$ cat config.mk
export PLATFORM = sky130hd
export DESIGN_NAME = dram_host_ctrl
export DESIGN_NICKNAME = d
export VERILOG_FILES = /design/src/rtl/dram_ctrl_pkg.sv /design/src/rtl/dram_refresh_timer.sv /design/src/rtl/dram_addr_split.sv /design/src/rtl/dram_strobe_seq.sv /design/src/rtl/dram_host_ctrl.sv
export SDC_FILE = /design/constraint.sdc
export NUM_CORES = 1
export LEC_CHECK = 0
export ABC_AREA = 0
export BUFFER_PORTS_ARGS = -buffer_cell sky130_fd_sc_hd__buf_4
export CAP_MARGIN = 20
export CORE_ASPECT_RATIO = 1.1
export CORE_UTILIZATION = 61
export DETAILED_ROUTE_END_ITERATION = 12
export GPL_TIMING_DRIVEN = 0
export PLACE_DENSITY = 0.85
export SETUP_SLACK_MARGIN = 0.05
export SKIP_LAST_GASP = 1
export SYNTH_ARGS = -nofsm -noshare
export SYNTH_HDL_FRONTEND = slang
export SYNTH_HIERARCHICAL = 1
export SYNTH_SLANG_ARGS = --single-unit
$ cat constraint.sdc
create_clock -name clk -period 6.12 [get_ports clk]
set_input_delay 0.612 -clock clk [delete_from_list [all_inputs] [get_ports clk]]
set_output_delay 0.612 -clock clk [all_outputs]
set_load 0.1 [all_outputs]
$ cat src/rtl/dram_ctrl_pkg.sv
package dram_ctrl_pkg;

  typedef enum logic [3:0] {
    ST_PWRUP,
    ST_INIT_RAS,
    ST_INIT_PRE,
    ST_IDLE,
    ST_ACT,
    ST_COL,
    ST_PRE,
    ST_REF_CAS,
    ST_REF_RAS
  } seq_state_e;

  typedef struct packed {
    logic ras_n;
    logic cas_n;
    logic we_n;
    logic oe_n;
    logic dq_oe;
  } pin_ctl_t;

  localparam pin_ctl_t PINS_QUIET = '{ras_n: 1'b1, cas_n: 1'b1, we_n: 1'b1,
                                      oe_n: 1'b1, dq_oe: 1'b0};

  function automatic int unsigned max2(input int unsigned a, input int unsigned b);
    return (a > b) ? a : b;
  endfunction

endpackage

$ cat src/rtl/dram_refresh_timer.sv
module dram_refresh_timer #(
  parameter int unsigned REF_INT = 1560
) (
  input  logic clk,
  input  logic rst_n,
  input  logic run_en,
  input  logic ref_ack,
  output logic ref_pend
);
  localparam int unsigned TW = $clog2(REF_INT + 1);

  logic [TW-1:0] tmr_q, tmr_d;
  logic          pend_q, pend_d;
  logic          tick;

  always_comb begin
    tick   = 1'b0;
    tmr_d  = tmr_q;
    pend_d = pend_q;
    if (!run_en) begin
      tmr_d  = TW'(REF_INT - 1);
      pend_d = 1'b0;
    end else begin
      if (tmr_q == '0) begin
        tick  = 1'b1;
        tmr_d = TW'(REF_INT - 1);
      end else begin
        tmr_d = tmr_q - 1'b1;
      end
      if (tick)         pend_d = 1'b1;
      else if (ref_ack) pend_d = 1'b0;
    end
  end

  always_ff @(posedge clk or negedge rst_n) begin
    if (!rst_n) begin
      tmr_q  <= TW'(REF_INT - 1);
      pend_q <= 1'b0;
    end else begin
      tmr_q  <= tmr_d;
      pend_q <= pend_d;
    end
  end

  assign ref_pend = pend_q;

endmodule

$ cat src/rtl/dram_addr_split.sv
module dram_addr_split #(
  parameter int unsigned ADDR_W = 21,
  parameter int unsigned PIN_AW = 11,
  parameter int unsigned ROW_W  = 11
) (
  input  logic [ADDR_W-1:0] acc_addr,
  output logic [PIN_AW-1:0] row_pins,
  output logic [PIN_AW-1:0] col_pins
);
  localparam int unsigned COL_W = ADDR_W - ROW_W;

  generate
    if (ROW_W < PIN_AW) begin : g_row_pad
      assign row_pins = {{(PIN_AW-ROW_W){1'b0}}, acc_addr[ADDR_W-1:COL_W]};
    end else begin : g_row_full
      assign row_pins = acc_addr[ADDR_W-1:COL_W];
    end
    if (COL_W < PIN_AW) begin : g_col_pad
      assign col_pins = {{(PIN_AW-COL_W){1'b0}}, acc_addr[COL_W-1:0]};
    end else begin : g_col_full
      assign col_pins = acc_addr[COL_W-1:0];
    end
  endgenerate

endmodule

$ cat src/rtl/dram_strobe_seq.sv
module dram_strobe_seq
  import dram_ctrl_pkg::*;
#(
  parameter int unsigned ADDR_W    = 21,
  parameter int unsigned DATA_W    = 8,
  parameter int unsigned PIN_AW    = 11,
  parameter int unsigned PWRUP_CYC = 20000,
  parameter int unsigned INIT_CYC  = 8,
  parameter int unsigned T_RAS     = 6,
  parameter int unsigned T_RP      = 4,
  parameter int unsigned T_CP      = 1,
  parameter int unsigned T_RCD     = 2,
  parameter int unsigned T_RD      = 5
) (
  input  logic              clk,
  input  logic              rst_n,
  input  logic              req,
  input  logic              req_we,
  input  logic [ADDR_W-1:0] req_addr,
  input  logic [DATA_W-1:0] req_wdata,
  input  logic              ref_pend,
  output logic              ref_ack,
  output logic              init_done,
  output logic [ADDR_W-1:0] acc_addr,
  input  logic [PIN_AW-1:0] row_pins,
  input  logic [PIN_AW-1:0] col_pins,
  output pin_ctl_t          pins,
  output logic [PIN_AW-1:0] dram_a,
  output logic [DATA_W-1:0] dq_out,
  input  logic [DATA_W-1:0] dq_in,
  output logic              done,
  output logic [DATA_W-1:0] rdata
);
  localparam int unsigned PRE_CYC = max2(T_RP, T_CP);
  localparam int unsigned COL_CYC = max2(T_RD, (T_RAS > T_RCD) ? (T_RAS - T_RCD) : 1);
  localparam int unsigned MAXD    = max2(max2(PWRUP_CYC, T_RAS), max2(max2(PRE_CYC, T_RCD), COL_CYC));
  localparam int unsigned CNT_W   = $clog2(MAXD + 1);
  localparam int unsigned INIT_W  = $clog2(INIT_CYC + 1);

  seq_state_e        state_q, state_d;
  logic [CNT_W-1:0]  cnt_q, cnt_d;
  logic [INIT_W-1:0] init_q, init_d;
  logic              cnt0, accept, cap;
  logic [ADDR_W-1:0] addr_q;
  logic              wr_q, sel_we;
  logic [DATA_W-1:0] wd_q;
  pin_ctl_t          pins_q, pins_d;
  logic [PIN_AW-1:0] a_q, a_d;
  logic              done_q;
  logic [DATA_W-1:0] rdata_q;
  logic              init_done_q;

  function automatic logic [CNT_W-1:0] dur_m1(input seq_state_e s);
    case (s)
      ST_PWRUP:    return CNT_W'(PWRUP_CYC - 1);
      ST_INIT_RAS: return CNT_W'(T_RAS - 1);
      ST_INIT_PRE: return CNT_W'(PRE_CYC - 1);
      ST_ACT:      return CNT_W'(T_RCD - 1);
      ST_COL:      return CNT_W'(COL_CYC - 1);
      ST_PRE:      return CNT_W'(PRE_CYC - 1);
      ST_REF_RAS:  return CNT_W'(T_RAS - 1);
      default:     return '0;
    endcase
  endfunction

  // next-state and dwell counter
  always_comb begin
    state_d = state_q;
    init_d  = init_q;
    cnt0    = (cnt_q == '0);
    cnt_d   = cnt0 ? cnt_q : cnt_q - 1'b1;
    case (state_q)
      ST_PWRUP:    if (cnt0) state_d = ST_INIT_RAS;
      ST_INIT_RAS: if (cnt0) state_d = ST_INIT_PRE;
      ST_INIT_PRE: if (cnt0) begin
        if (init_q == INIT_W'(INIT_CYC - 1)) begin
          state_d = ST_IDLE;
        end else begin
          state_d = ST_INIT_RAS;
          init_d  = init_q + 1'b1;
        end
      end
      ST_IDLE: begin
        if (ref_pend) state_d = ST_REF_CAS;
        else if (req) state_d = ST_ACT;
      end
      ST_ACT:      if (cnt0) state_d = ST_COL;
      ST_COL:      if (cnt0) state_d = ST_PRE;
      ST_PRE:      if (cnt0) state_d = ST_IDLE;
      ST_REF_CAS:  if (cnt0) state_d = ST_REF_RAS;
      ST_REF_RAS:  if (cnt0) state_d = ST_PRE;
      default:     state_d = ST_IDLE;
    endcase
    if (state_d != state_q) cnt_d = dur_m1(state_d);
  end

  assign accept   = (state_q == ST_IDLE) && (state_d == ST_ACT);
  assign ref_ack  = (state_q == ST_IDLE) && (state_d == ST_REF_CAS);
  assign cap      = (state_q == ST_COL) && cnt0;
  assign acc_addr = accept ? req_addr : addr_q;
  assign sel_we   = accept ? req_we : wr_q;

  // pin decode of the state being entered
  always_comb begin
    pins_d       = PINS_QUIET;
    pins_d.ras_n = !(state_d inside {ST_INIT_RAS, ST_ACT, ST_COL, ST_REF_RAS});
    pins_d.cas_n = !(state_d inside {ST_COL, ST_REF_CAS, ST_REF_RAS});
    pins_d.we_n  = !(sel_we && (state_d inside {ST_ACT, ST_COL}));
    pins_d.dq_oe =   sel_we && (state_d inside {ST_ACT, ST_COL});
    pins_d.oe_n  = !(!sel_we && (state_d == ST_COL));
    case (state_d)
      ST_ACT:      a_d = row_pins;
      ST_COL:      a_d = col_pins;
      ST_INIT_RAS: a_d = PIN_AW'(init_d);
      default:     a_d = '0;
    endcase
  end

  always_ff @(posedge clk or negedge rst_n) begin
    if (!rst_n) begin
      state_q     <= ST_PWRUP;
      cnt_q       <= CNT_W'(PWRUP_CYC - 1);
      init_q      <= '0;
      pins_q      <= PINS_QUIET;
      a_q         <= '0;
      addr_q      <= '0;
      wr_q        <= 1'b0;
      wd_q        <= '0;
      done_q      <= 1'b0;
      rdata_q     <= '0;
      init_done_q <= 1'b0;
    end else begin
      state_q <= state_d;
      cnt_q   <= cnt_d;
      init_q  <= init_d;
      pins_q  <= pins_d;
      a_q     <= a_d;
      done_q  <= cap;
      if (accept) begin
        addr_q <= req_addr;
        wr_q   <= req_we;
        wd_q   <= req_wdata;
      end
      if (cap && !wr_q) rdata_q <= dq_in;
      if ((state_q == ST_INIT_PRE) && (state_d == ST_IDLE)) init_done_q <= 1'b1;
    end
  end

  assign pins      = pins_q;
  assign dram_a    = a_q;
  assign dq_out    = wd_q;
  assign done      = done_q;
  assign rdata     = rdata_q;
  assign init_done = init_done_q;

endmodule

$ cat src/rtl/dram_host_ctrl.sv
module dram_host_ctrl
  import dram_ctrl_pkg::*;
#(
  parameter int unsigned ADDR_W    = 21,
  parameter int unsigned DATA_W    = 8,
  parameter int unsigned PIN_AW    = 11,
  parameter int unsigned ROW_W     = 11,
  parameter int unsigned PWRUP_CYC = 20000,
  parameter int unsigned INIT_CYC  = 8,
  parameter int unsigned REF_INT   = 1560,
  parameter int unsigned T_RAS     = 6,
  parameter int unsigned T_RP      = 4,
  parameter int unsigned T_CP      = 1,
  parameter int unsigned T_RCD     = 2,
  parameter int unsigned T_RD      = 5
) (
  input  logic              clk,
  input  logic              rst_n,
  input  logic              host_req,
  input  logic              host_we,
  input  logic [ADDR_W-1:0] host_addr,
  input  logic [DATA_W-1:0] host_wdata,
  output logic              host_done,
  output logic [DATA_W-1:0] host_rdata,
  output logic              dram_ras_n,
  output logic              dram_cas_n,
  output logic              dram_we_n,
  output logic              dram_oe_n,
  output logic [PIN_AW-1:0] dram_a,
  output logic [DATA_W-1:0] dram_dq_out,
  output logic              dram_dq_oe,
  input  logic [DATA_W-1:0] dram_dq_in
);
  logic [1:0]        rst_sync_q;
  logic              rst_int_n;
  logic              ref_pend, ref_ack, init_done;
  logic [ADDR_W-1:0] acc_addr;
  logic [PIN_AW-1:0] row_pins, col_pins;
  pin_ctl_t          pins;

  // asynchronous assert, synchronous release
  always_ff @(posedge clk or negedge rst_n) begin
    if (!rst_n) rst_sync_q <= 2'b00;
    else        rst_sync_q <= {rst_sync_q[0], 1'b1};
  end
  assign rst_int_n = rst_sync_q[1];

  dram_refresh_timer #(.REF_INT(REF_INT)) u_timer (
    .clk      (clk),
    .rst_n    (rst_int_n),
    .run_en   (init_done),
    .ref_ack  (ref_ack),
    .ref_pend (ref_pend)
  );

  dram_addr_split #(.ADDR_W(ADDR_W), .PIN_AW(PIN_AW), .ROW_W(ROW_W)) u_split (
    .acc_addr (acc_addr),
    .row_pins (row_pins),
    .col_pins (col_pins)
  );

  dram_strobe_seq #(
    .ADDR_W(ADDR_W), .DATA_W(DATA_W), .PIN_AW(PIN_AW), .PWRUP_CYC(PWRUP_CYC),
    .INIT_CYC(INIT_CYC), .T_RAS(T_RAS), .T_RP(T_RP), .T_CP(T_CP),
    .T_RCD(T_RCD), .T_RD(T_RD)
  ) u_seq (
    .clk       (clk),
    .rst_n     (rst_int_n),
    .req       (host_req),
    .req_we    (host_we),
    .req_addr  (host_addr),
    .req_wdata (host_wdata),
    .ref_pend  (ref_pend),
    .ref_ack   (ref_ack),
    .init_done (init_done),
    .acc_addr  (acc_addr),
    .row_pins  (row_pins),
    .col_pins  (col_pins),
    .pins      (pins),
    .dram_a    (dram_a),
    .dq_out    (dram_dq_out),
    .dq_in     (dram_dq_in),
    .done      (host_done),
    .rdata     (host_rdata)
  );

  assign dram_ras_n = pins.ras_n;
  assign dram_cas_n = pins.cas_n;
  assign dram_we_n  = pins.we_n;
  assign dram_oe_n  = pins.oe_n;
  assign dram_dq_oe = pins.dq_oe;

endmodule

# After elaboration in Yosys (flattened, before gate mapping)
# Cells that the tools add are included.
[totals]
register_bits = 93
inputBits = 41
out_inout_bits = 33
word_cells = 91
[classes]
addsub = 3
n_eq_ne = 20
muxes = 27
n_reduce_logical = 23
[ops]
columns = ["operator", "n"]
rows = [
  ["15-bit case mux with 5 select lines", 1],
  ["4-bit 2-to-1 mux", 12],
  ["4-bit by 3-bit == test with 1-bit output, second input constant", 9],
  ["11-bit case mux with 3 select lines", 1],
  ["4-bit case mux with 8 select lines", 1],
  ["15-bit 2-to-1 mux", 2],
  ["11-bit 2-to-1 mux", 2],
  ["21-bit 2-to-1 mux", 1],
  ["4-bit by 2-bit == test with 1-bit output, second input constant", 4],
  ["15-bit logical NOT", 1],
  ["15-bit by 1-bit subtractor with 15-bit output, second input constant", 1],
  ["11-bit logical NOT", 1],
  ["11-bit by 1-bit subtractor with 11-bit output, second input constant", 1],
  ["4-bit by 1-bit == test with 1-bit output, second input constant", 2],
  ["4-bit == test, second input constant", 2],
  ["4-bit logical NOT", 2],
  ["1-bit logical AND", 7],
  ["1-bit logical NOT", 6],
  ["1-bit 2-to-1 mux", 6],
  ["2-bit OR reduction", 3],
  ["4-bit by 1-bit adder with 4-bit output, second input constant", 1],
  ["4-bit != test", 1],
  ["4-bit nonzero test", 1],
  ["3-bit by 2-bit != test with 1-bit output, second input constant", 1],
  ["other kinds (4)", 4],
]

# Logic depth before layout (Yosys ltp)
[logic_depth]
depth_word = 10
depth_mapped = 12
mapped_depth_nobuf = 9

# Modules after synthesis
# Netlist, hierarchy kept.
[by_module_without_submodules]
columns = ["module", "instances", "cells_each", "area_per_inst_um2", "seq_area_each_um2"]
rows = [
  ["dram_strobe_seq", 1, 306, 3614.7, 1993.2],
  ["dram_refresh_timer", 1, 59, 649.4, 307.8],
  ["dram_addr_split", 1, 23, 168.9, 0.0],
  ["dram_host_ctrl", 1, 3, 53.8, 50.0],
]

# Worst setup path after synthesis
# No wires, ideal clock.
[synth_path]
path_type = "in2reg"
from = "in host_req"
to = "reg u_seq.a_q[0] (netlist: u_seq/dram_a[0])"
setup_ns = 0.132
t_arrival_ns = 2.194
t_required_ns = 5.988
slack_ns = 3.794
path_stages = 8
n_path_buf = 2
path_cell_list = "nor2b_1 > nand2_1 > clkbuf_1 > mux2_2 > buf_4 > or3_1 > o211ai_2 > a21oi_1"
[synth_between]
elab_chain_len = 7
word_cells_on_any_way = 9
classes_between = "3 x eq/ne; 5 x mux; 1 x reduce/logical"
[synth_rtl]
columns = ["item", "line_no", "rtl"]
rows = [
  ["start, declared", "dram_host_ctrl.sv:19", "input logic host_req,"],
  ["4-bit 2-to-1 mux", "dram_strobe_seq.sv:85", "else if (req) state_d = ST_ACT;"],
  ["4-bit 2-to-1 mux", "dram_strobe_seq.sv:84", "if (ref_pend) state_d = ST_REF_CAS;"],
  ["4-bit case mux with 8 select lines", "dram_strobe_seq.sv:72", "case (state_q)"],
  ["4-bit by 3-bit == test with 1-bit output", "dram_strobe_seq.sv:97", "assign accept = (state_q == ST_IDLE) && (state_d == ST_ACT);"],
  ["1-bit logical AND", "dram_strobe_seq.sv:97", ""],
  ["21-bit 2-to-1 mux", "n/a", ""],
  ["named net acc_addr[0]", "dram_host_ctrl.sv:37", "logic [ADDR_W-1:0] acc_addr;"],
  ["11-bit case mux with 3 select lines", "dram_strobe_seq.sv:111", "case (state_d)"],
  ["named net u_seq.a_d[0]", "dram_strobe_seq.sv:48", "logic [PIN_AW-1:0] a_q, a_d;"],
  ["end signal, assigned", "dram_strobe_seq.sv:125", "a_q <= '0;"],
  ["end signal, assigned", "dram_strobe_seq.sv:137", "a_q <= a_d;"],
  ["end, declared", "dram_strobe_seq.sv:48", ""],
]
# The timed path passes the listed nets, and every way through them passes these cells.
# A chain may end at the register's enable or synchronous reset.

# Worst setup path after layout
[layout_path]
from = "reg u_seq.cnt_q[0]"
to = "reg u_seq.cnt_q[9]"
[layout_between]
elab_chain_len = 7
word_cells_on_any_way = 24
classes_between = "1 x add/sub; 8 x eq/ne; 11 x mux; 4 x reduce/logical"
[layout_rtl]
columns = ["item", "line_no", "rtl"]
rows = [
  ["start, declared", "dram_strobe_seq.sv:41", "logic [CNT_W-1:0] cnt_q, cnt_d;"],
  ["start signal, assigned", "dram_strobe_seq.sv:122", "cnt_q <= CNT_W'(PWRUP_CYC - 1);"],
  ["start signal, assigned", "dram_strobe_seq.sv:134", "cnt_q <= cnt_d;"],
  ["15-bit logical NOT", "dram_strobe_seq.sv:70", "cnt0 = (cnt_q == '0);"],
  ["4-bit 2-to-1 mux (tied with other cells)", "dram_strobe_seq.sv:88, dram_strobe_seq.sv:91", ""],
  ["4-bit case mux with 8 select lines", "dram_strobe_seq.sv:72", ""],
  ["4-bit == test (tied with other cells)", "dram_strobe_seq.sv:54", "case (s)"],
  ["2-bit OR reduction (no line)", "n/a", ""],
  ["15-bit case mux with 5 select lines", "dram_strobe_seq.sv:54", ""],
  ["15-bit 2-to-1 mux", "dram_strobe_seq.sv:94", "if (state_d != state_q) cnt_d = dur_m1(state_d);"],
]
# Parallel ways exist; a longest one is shown, timed or not. The select of a mux whose other input is x is not followed.

==> out/qor.csv <==
metric,value,unit
drv_cap,0,
die_w,83.8,um
pwr-share-comb,41.6,%
die_y,92.0,um
end_kind,flip-flop,
synth_nets,436,
synth_warnings,6,
p_leak,2.54,nW
synth.avg_cell_area,11.5,um^2
wl_per_cell,16.3,um
synth_flop_cell,dfrtp_1,
dp_hpwl,6780,um
fmax,376,MHz
final_common_cell,buf_4,
via_per_inst,5.61,
rsz0062_at_grt,no,
final-seq-area,2350,um^2
multiInputGateArea,1800,um^2
seq_power_share,39.8,%
clock_power_share,18.5,%
ant_nets,0,
final_cell_mix,"buf_4, dfrtp_1, mux2_2",
clock_path_buffers,2,
worstPathArrival,2950,ps
worst-path-max-fanout,10,
final_layout_size_suffix_gt1_share,41.1,%
finalHoldViolations,0,
timing.final.crit_share,43.5,%
drc,0,
overflow,0,
grt_pass1_wl,15500,um
start_util,63.7,%
grt_util_all_layers,25.9,%
fin_crit,2660,ps
syn_to_final_growth,19.9,%
crit_chain,inv_1 -> ha_1 -> nor4b_2 -> nand4_2 -> clkbuf_1 -> nand3_1 -> o31ai_1 -> nand2_1 -> nor2_1,
slew_violations,0,
boundaryPins,74,
yosys.cell_types.count,67,
synth-async-reset-ratio,100,%
syn-cell-area,4490,um^2
htreeDepth,3,
powerDensity,406,nW/um^2
finClkSkew,17.6,ps
cts_tree,done,
coreArea,7050,um^2
worst_ir_drop_vdd,0.000326,V
fp-row-count,32,
fillers,486,
globalplace.congestion,0.867,
final.setup.tns,0,ps
antenna_found_initial,0,
firstDrtPassIters,5,
clk_pin_slew,100,ps
cp_slowest_cell,dfstp_2,
critPathMaxStageDelay,550,ps
cts_buffers,9,
port_buffers,73,
routed_wl,9270,um
post_cts_buffers,0,
holdWs,274,ps
synth_edf_count,0,
cts_root_buffer,clkbuf_8,
synth_seq_area_share,52.4,%
total_power,2.18,mW
status,"complete, no violations",
num_vias,3182,
hp-class,flip-flop to async pin,
swShare,42.2,%
critPathKind,flip-flop to flip-flop,
num_antenna_cells,0,
clk_latency,360,ps
ys_seq_elements,93,
setup_viol,0,
die_area,7700,um^2
tightest_slew,871,ps
cts_resized,0,
drtIter0Drc,200,
p_sw,0.921,mW
worstSetupStartpointType,flip-flop,
cp.required,6410,ps
slew-limit-headroom,41.4,%
grt_pass1_vias,3340,
netlist_instances,391,
layout.nets,522,
grt_start_max_net_pins,62,
fin_util,76.3,%
power.internal,1.26,mW
cts_sinks,93,
==> cell families (layout without fill, tap and decap cells) <==
kind of cell,count (synthesis),after routing,synth area share [%]
AND/OR/NAND/NOR,124,124,15.3
flip-flops,93,93,52.4
AO/OA/AOI/OAI,63,63,10.6
buffers and inverters,50,141,7.45
multiplexers,43,43,10.7
XOR/XNOR,12,12,2.34
adder cells (fa/ha/maj),4,4,1.12
other,2,2,0.167
==> Yosys cell counts, types with 2 or more instances <==
cell | number | share of area (%)
a21oi_1 | 22 | 2.5
a311oi_1 | 2 | 0.39
and3_1 | 2 | 0.28
buf_2 | 5 | 0.56
buf_4 | 23 | 3.8
buf_6 | 5 | 1.3
clkbuf_1 | 3 | 0.25
conb_1 | 2 | 0.17
dfrtp_1 | 74 | 41
dfstp_2 | 19 | 11
ha_1 | 4 | 1.1
inv_1 | 10 | 0.84
mux2_2 | 39 | 9.8
mux2i_1 | 4 | 0.89
nand2_1 | 35 | 2.9
nand2b_1 | 4 | 0.56
nand3_1 | 7 | 0.78
nand3b_1 | 3 | 0.50
nand4_1 | 3 | 0.42
nand4b_1 | 2 | 0.39
nor2_1 | 26 | 2.2
nor2b_1 | 6 | 0.84
nor3_1 | 9 | 1.0
nor3_2 | 2 | 0.45
nor4_1 | 2 | 0.28
o211ai_1 | 2 | 0.33
o21a_1 | 2 | 0.33
o21ai_0 | 8 | 0.89
o21bai_1 | 2 | 0.33
o311ai_1 | 2 | 0.39
o31a_1 | 2 | 0.39
o31ai_1 | 4 | 0.67
o41ai_1 | 4 | 0.78
or3_1 | 9 | 1.3
xnor2_1 | 6 | 1.2
xor2_1 | 6 | 1.2
==> area by class of cell <==
type	count	area share, %
sequential	93	43.8
multi-input combinational	248	33.5
timing repair buffer	75	10.9
buffer	38	5.28
clock buffer	10	2.37
tap	85	1.98
clock inverter	6	1.30
inverter	12	0.930
==> metrics by stage <==
step | setup slack, ps | std cells | area (um^2)
final | 3460 | 567 | 5380
after CTS | 3470 | 567 | 5380
after floorplan | 3370 | 391 | 4490
after global placement | 2480 | 549 | 5140
after detailed placement | 3360 | 550 | 5170
after global routing | 3210 | 567 | 5380
==> timing repair <==
item	CTS	global route
hold endpoints to repair	2	0
endpoints found under the setup margin	0	0
hold buffers	1	0
==> worst max-delay path, delay by kind of cell, from the launching register on <==
family | cells | cell delay, ps
adders and majority gates | 1 | 240
and+or+nand+nor | 5 | 1050
DFF | 1 | 550
buffers and inverters | 2 | 460
AOI/OAI and AO/OA | 1 | 270
==> flip-flops by register name (all words and copies together) (netlist names), 2 cells and up <==
signal / cells
u_seq/dq_out: 8
u_timer/tmr_q: 11
u_seq/init_q: 4
u_seq/pins: 5
u_seq/state_q: 4
u_seq/rdata: 8
u_seq/dram_a: 11
rst_sync_q: 2
u_seq/addr_q: 21
u_seq/cnt_q: 15
==> layer usage <==
metal,up-vias,track usage [%],share of wire (%)
li1,1530,-,-
met1,1551,31.2,41
met2,86,45.4,53
met3,15,5.94,4.0
met4,0,9.32,1.8
met5,-,0,0
==> worst paths after layout <==
kind	startpoint	endpoint	depth (start not counted)	slack [ps]
min in group clk	rst_sync_q[0]$_DFF_PN0_	rst_sync_q[1]$_DFF_PN0_	0	360
worst min register to register	rst_sync_q[1]$_DFF_PN0_	u_seq/rdata[5]$_DFFE_PN0P_	0	270
worst max-delay path	u_seq/cnt_q[0]$_DFFE_PN1P_	u_seq/cnt_q[9]$_DFFE_PN1P_	9	3460
max in group asynchronous	rst_sync_q[1]$_DFF_PN0_	u_timer/tmr_q[4]$_DFF_PN1_	1	5160
worst min-delay path	rst_sync_q[1]$_DFF_PN0_	u_seq/rdata[5]$_DFFE_PN0P_	0	270
worst max register to register	u_seq/cnt_q[0]$_DFFE_PN1P_	u_seq/cnt_q[9]$_DFFE_PN1P_	9	3460
==> power groups by stage <==
stage | Sequential, mW | Combinational [mW] | Clock (mW)
after global routing | 0.885 | 0.967 | 0.433
after CTS | 0.870 | 0.913 | 0.413
after floorplan | 1.22 | 0.361 | 0
after global placement | 0.877 | 0.875 | 0
after detailed placement | 0.880 | 0.907 | 0
final | 0.869 | 0.909 | 0.405
(Power assumes the default switching activity.)
